==> src/rtl/yi_pkg.sv <==
`timescale 1ns/1ps
package yi_pkg;
  // class decision captured with each accepted pixel
  typedef struct packed {
    logic interp;  // second beat is a blend with the next sample
    logic dbl;     // pixel occupies two output beats
  } yi_class_t;

  // single-bit display timing companions
  typedef struct packed {
    logic hact;
    logic vact;
    logic blank;
    logic regld;
  } yi_side_t;
endpackage

==> src/rtl/yi_class_decode.sv <==
`timescale 1ns/1ps
module yi_class_decode
  import yi_pkg::*;
#(
  parameter int CTRLW   = 16,
  parameter int VID_BIT = 12,
  parameter int GFX_BIT = 11
) (
  input  logic             master_en,
  input  logic [CTRLW-1:0] ctrl_word,
  input  logic             vid,
  output yi_class_t        cls
);
  logic vid_en, gfx_en;

  assign vid_en = ctrl_word[VID_BIT];
  assign gfx_en = ctrl_word[GFX_BIT];

  always_comb begin
    cls.dbl    = master_en & (vid_en | gfx_en);
    cls.interp = master_en & (vid ? vid_en : gfx_en);
  end
endmodule

==> src/rtl/yi_midpoint.sv <==
`timescale 1ns/1ps
module yi_midpoint #(
  parameter int W = 8
) (
  input  logic [W-1:0] a,
  input  logic [W-1:0] b,
  output logic [W-1:0] mid
);
  logic [W:0] sum;

  // one extra bit keeps the carry; +1 rounds halves upward
  assign sum = {1'b0, a} + {1'b0, b} + {{W{1'b0}}, 1'b1};
  assign mid = sum[W:1];
endmodule

==> src/rtl/yi_luma_doubler.sv <==
`timescale 1ns/1ps
module yi_luma_doubler
  import yi_pkg::*;
#(
  parameter int YW      = 8,
  parameter int CW      = 8,
  parameter int AW      = 8,
  parameter int CTRLW   = 16,
  parameter int VID_BIT = 12,
  parameter int GFX_BIT = 11
) (
  input  logic             clk,
  input  logic             rst_n,
  input  logic             master_en,
  input  logic [CTRLW-1:0] ctrl_word,
  input  logic             in_valid,
  output logic             in_ready,
  input  logic [YW-1:0]    in_y,
  input  logic [CW-1:0]    in_v,
  input  logic [CW-1:0]    in_u,
  input  logic             in_vid,
  input  logic             in_eol,
  input  logic [AW-1:0]    in_regaddr,
  input  logic             in_hact,
  input  logic             in_vact,
  input  logic             in_blank,
  input  logic             in_regld,
  output logic             out_valid,
  input  logic             out_ready,
  output logic [YW-1:0]    out_y,
  output logic [CW-1:0]    out_v,
  output logic [CW-1:0]    out_u,
  output logic             out_ins,
  output logic             out_last,
  output logic [AW-1:0]    out_regaddr,
  output logic             out_hact,
  output logic             out_vact,
  output logic             out_blank,
  output logic             out_regld
);
  // held pixel (one-slot alignment stage)
  logic            hold_vld;
  logic [YW-1:0]   h_y;
  logic [CW-1:0]   h_v, h_u;
  logic [AW-1:0]   h_addr;
  yi_side_t        h_side;
  yi_class_t       h_cls;
  logic            h_eol;
  logic            ins_q;      // 1 while the second beat is pending

  yi_class_t       new_cls;
  logic [YW-1:0]   blend_y;
  logic            out_fire, in_fire, finish;

  yi_class_decode #(
    .CTRLW  (CTRLW),
    .VID_BIT(VID_BIT),
    .GFX_BIT(GFX_BIT)
  ) u_decode (
    .master_en(master_en),
    .ctrl_word(ctrl_word),
    .vid      (in_vid),
    .cls      (new_cls)
  );

  yi_midpoint #(.W(YW)) u_mid (
    .a  (h_y),
    .b  (in_y),
    .mid(blend_y)
  );

  // beat currently presented ends the held pixel
  assign finish    = !h_cls.dbl || ins_q;
  // a non-final pixel needs its successor before it may leave
  assign out_valid = hold_vld && (h_eol || in_valid);
  assign out_fire  = out_valid && out_ready;
  assign in_ready  = !hold_vld || (out_fire && finish);
  assign in_fire   = in_valid && in_ready;

  always_comb begin
    if (ins_q && h_cls.interp && !h_eol) out_y = blend_y;
    else                                  out_y = h_y;
  end

  assign out_ins     = ins_q;
  assign out_last    = out_valid && h_eol && finish;
  assign out_v       = h_v;
  assign out_u       = h_u;
  assign out_regaddr = h_addr;
  assign out_hact    = h_side.hact;
  assign out_vact    = h_side.vact;
  assign out_blank   = h_side.blank;
  assign out_regld   = h_side.regld;

  always_ff @(posedge clk) begin
    if (!rst_n) begin
      hold_vld <= 1'b0;
      ins_q    <= 1'b0;
      h_y      <= '0;
      h_v      <= '0;
      h_u      <= '0;
      h_addr   <= '0;
      h_side   <= '0;
      h_cls    <= '0;
      h_eol    <= 1'b0;
    end else begin
      if (out_fire) ins_q <= !finish;
      if (in_fire) begin
        hold_vld <= 1'b1;
        h_y      <= in_y;
        h_v      <= in_v;
        h_u      <= in_u;
        h_addr   <= in_regaddr;
        h_side   <= '{hact: in_hact, vact: in_vact, blank: in_blank, regld: in_regld};
        h_cls    <= new_cls;
        h_eol    <= in_eol;
      end else if (out_fire && finish) begin
        hold_vld <= 1'b0;
      end
    end
  end

  // ---------------- assertions ----------------
  AST_STALL_HOLDS: assert property (@(posedge clk) disable iff (!rst_n)
    out_valid && !out_ready |=> out_valid && $stable(out_y) && $stable(out_ins) && $stable(out_v))
    else $error("stalled beat changed");

  AST_ACCEPT_WITH_LAST: assert property (@(posedge clk) disable iff (!rst_n)
    in_valid && in_ready && hold_vld |-> out_valid && out_ready && (out_ins || !h_cls.dbl))
    else $error("input taken before held pixel finished");

  AST_BYPASS_SINGLE: assert property (@(posedge clk) disable iff (!rst_n)
    out_valid && !h_cls.dbl |-> !out_ins)
    else $error("inserted beat in bypass");

  AST_SECOND_FOLLOWS: assert property (@(posedge clk) disable iff (!rst_n)
    out_valid && out_ready && !out_ins && h_cls.dbl |=> out_valid && out_ins)
    else $error("second beat missing");

  AST_LINE_END_RESETS: assert property (@(posedge clk) disable iff (!rst_n)
    out_valid && out_ready && out_last |=> !out_ins)
    else $error("phase not cleared after line end");

  AST_WAIT_FOR_NEXT: assert property (@(posedge clk) disable iff (!rst_n)
    hold_vld && !h_eol && !in_valid |-> !out_valid)
    else $error("non-final pixel left without successor");
endmodule

==> config.mk <==
export PLATFORM = sky130hd
export DESIGN_NAME = yi_luma_doubler
export DESIGN_NICKNAME = d
export VERILOG_FILES = /design/src/rtl/yi_pkg.sv /design/src/rtl/yi_class_decode.sv /design/src/rtl/yi_midpoint.sv /design/src/rtl/yi_luma_doubler.sv
export SDC_FILE = /design/constraint.sdc
export NUM_CORES = 1
export LEC_CHECK = 0
export CAP_MARGIN = 20
export CORE_AREA = 2 2 75 84
export CTS_CLUSTER_DIAMETER = 120
export CTS_CLUSTER_SIZE = 10
export DETAILED_ROUTE_END_ITERATION = 16
export DIE_AREA = 0 0 77 86
export PLACE_DENSITY = 0.79
export SLEW_MARGIN = 5
export SYNTH_ARGS = -nofsm -noshare
export SYNTH_HDL_FRONTEND = slang
export SYNTH_SLANG_ARGS = --single-unit
==> constraint.sdc <==
create_clock -name clk -period 2.7 [get_ports clk]
set_input_delay 0.81 -clock clk [delete_from_list [all_inputs] [get_ports clk]]
set_output_delay 0.81 -clock clk [all_outputs]
set_load 0.02 [all_outputs]
==> run_results.csv <==
group,metric,value,unit
outcome,outcome,"finished, violations left",
outcome,violations,"negative setup slack",
yosys,synthSimpleGateAreaFrac,0.204,
route,wire_per_inst,13.8,um
yosys,synth_warnings,0,
setup_path,crit_type,"in2out",
placed_design,gp_congestion,0.816,
setup_path,end_kind,"output port",
job,cap_violations,0,
power_and_ir_drop,p_leak,1.33,nW
die,die_x,77,um
die,dieHeight,86,um
sta,post-route-min-period,3.08,ns
yosys,synth_edf_count,0,
route,drt_iter0_markers,48,
yosys,synthAdderAreaFrac,0.0533,
final_layout,finalInstanceArea,3340,um2
setup_path,path_buf_inv,2,
yosys,synth_compound_area_frac,0.257,
yosys,synthFlopType,"dfxtp_1",
yosys,syn_area,2020,um2
yosys,yosysSeqAreaShare,0.406,
worst_hold_path,hold_class,"reg2reg",
final_layout,synthToLayoutAreaGrowth,65.4,%
sta,post-route-period-util,1.14,
setup_path,r2r_slack,1.02,ns
global_routing,antenna_found_initial,0,
yosys,synth_top_area_share,0.406,
power_and_ir_drop,power.total,1.53,mW
clock_network,hold_buffers,0,
final_layout,fin_nets,414,
yosys,ys_ff_latch,41,
route,drc_errors,0,
die,core,5730,um2
setup_path,crit_family,"compound AO/OA/AOI/OAI gates",
setup_path,crit_start,"in_y[0]",
route,finalWirelength,5880,um
placed_design,post-place-ws,-1.17,ns
yosys,syn-num-nets,307,
setup_path,crit_path_end,"out_y[7]",
sta,fin_ws,-0.378,ns
clock_network,clock_path_buffers,2,
die,die-area,6620,um2
route,vias_per_cell,4.78,
power_and_ir_drop,ir_drop,0.279,mV
sta,fmax,0.325,GHz
placed_design,dpl_cell_area,3100,um2
clock_network,clock_latency,0.29,ns
sta,final_max_slew_viol_count,0,
yosys,netlist_instances,240,
yosys,async_reset_ff_frac,0,
sta,finalClockSkew,0.00847,ns
route,first_pass_iters,4,
yosys,synth_common_cells,"84 x nand2_1, 41 x dfxtp_1, 28 x a21boi_0, 8 x a21boi_2, 8 x o21ai_0",
sta,rsz0062_at_grt,"true",
sta,hold_viol,0,
global_routing,grt_pass1_wl,9050,um
global_routing,met3_usage,0.0358,
setup_path,reg2reg_to,"h_cls[0]$_SDFFE_PN0P_",
clock_network,cts_max_level,2,
sta,slew_headroom,0.716,
setup_path,crit_slowest_cell,"o31a_1",
setup_path,slowest_delay,0.29,ns
placed_design,place_hpwl,3810,um
die,rows,29,
route,vias,2030,
global_routing,use_met1,0.198,
yosys,synth_area_leaders,"dfxtp_1 41%, nand2_1 16%, a21boi_0 10%",
yosys,yosysUniqueCellTypes,39,
final_layout,instances_no_fill,425,
setup_path,path_cells,"buf_8, nor2_4, fa_2, nor2b_2, o31a_1, o31ai_2, a21oi_1, a21o_1, buf_6",
setup_path,reg2reg_depth,7,
placed_design,dp_cells,410,
setup_path,arrival,2.27,ns
clock_network,cts-root-buf,"clkbuf_8",
sta,setup_viol,7,
sta,tns,-1.87,ns
final_layout,post-route-util,0.583,
global_routing,gr-usage-met2,0.303,
power_and_ir_drop,power_density,459,nW/um2
clock_network,clock_sinks,41,
yosys,avgSynthCellArea,8.42,um2
setup_path,cp_max_fo,3,
clock_network,cts_made_buffers,5,
yosys,synth_area_leader_cell,"dfxtp_1",
yosys,synth_top_family_by_area,"compound AO/OA/AOI/OAI gates",
setup_path,crit_cells,9,
clock_network,cts_tree,"yes",
yosys,yosysMostFrequentCell,"nand2_1",
final_layout,diodes,0,
route,ant_nets,0,
final_layout,drive_above_1_share,0.250,
global_routing,top_usage_layer,"met2",
sta,worst_hold_slack,0.456,ns
global_routing,grt_pass1_vias,1972,
setup_path,r2r_start,"h_eol$_SDFFE_PN0P_",
worst_hold_path,worstHoldStart,"h_cls[1]$_SDFFE_PN0P_",
yosys,synthMuxAreaShare,0.0105,
setup_path,cp_data_required_time,1.89,ns
global_routing,track_usage,0.169,
sta,tightestPinTransition,0.426,ns
clock_network,cts.clk_slew.worst_paths,0.09,ns
setup_path,crit_path_start_kind,"input port",
die,start_util,0.352,
global_routing,grt_max_degree,42,
yosys,synth_xor_area_frac,0.0173,
placed_design,io_buffers,84,
global_routing,grt_overflow,0,
die,io_pins,99,
-- final cells by class --
class	instances	area (um2)
sequential	41	821
clock inverter	1	5.00
fill	522	2390
timing repair buffer	113	1050
inverter	4	15.0
tap	77	96.3
multi-input combinational	182	1250
clock buffer	7	96.3
-- how the worst min path moves through the flow --
stage	end	cells after the start
after floorplan	h_cls[1]$_SDFFE_PN0P_	2
after global placement	out_v[5]$_SDFFE_PN0P_	2
after detailed placement	h_cls[0]$_SDFFE_PN0P_	2
after CTS	h_cls[1]$_SDFFE_PN0P_	2
after global routing	out_v[4]$_SDFFE_PN0P_	2
final	h_cls[1]$_SDFFE_PN0P_	2
-- what timing repair did --
item	CTS	global route
pin swaps	19	14
endpoints found under the setup margin	10	8
gates cloned	0	0
resized for setup	96	11
setup buffers	3	4
-- power breakdown --
part	total [mW]	switching [mW]	internal (mW)	leakage (nW)
sequential	0.663	0.0223	0.641	0.337
clock	0.443	0.212	0.231	0.0542
combinational	0.429	0.199	0.230	0.940
total	1.53	0.433	1.10	1.33
-- worst register-to-register path, stage by stage (launching register included) --
cell	delay [ns]
dfxtp_1	0.32
buf_4	0.14
or2_1	0.23
a31o_4	0.23
buf_4	0.13
and2_4	0.28
o211ai_1	0.16
a21boi_1	0.09
-- layout by cell type (no fill, tap or decap), types with 4 or more instances in the layout --
cell,synthesis,final
a21boi_2,8,8
buf_6,4,7
a21oi_1,6,4
nand2_1,84,82
a21boi_0,28,28
buf_2,2,5
a21o_1,4,4
a21boi_1,4,4
ha_4,0,7
clkbuf_8,0,7
dfxtp_1,41,41
clkdlybuf4s50_1,0,67
buf_4,2,30
-- layer usage --
| metal | vias up | wire [um] |
|---|---|---|
| met5 | - | 0 |
| met3 | 8 | 243 |
| li1 | 1016 | - |
| met1 | 947 | 2440 |
| met4 | 0 | 85 |
| met2 | 59 | 3110 |
-- registers in the layout, indices dropped and copies added, names as in the netlist --
| name | count |
|---|---|
| h_cls | 2 |
| h_eol | 1 |
| h_y | 8 |
| hold_vld | 1 |
| out_blank | 1 |
| out_hact | 1 |
| out_ins | 1 |
| out_regaddr | 8 |
| out_regld | 1 |
| out_u | 8 |
| out_v | 8 |
| out_vact | 1 |
-- cell families after synthesis --
group | count (synthesis)
AOI/OAI and AO/OA | 68
xor gates and xnor gates | 4
adders and majority gates | 8
buffers and inverters | 17
DFF | 41
muxes | 2
and+or+nand+nor | 100
Note: power is estimated with default switching activity, not from simulation.
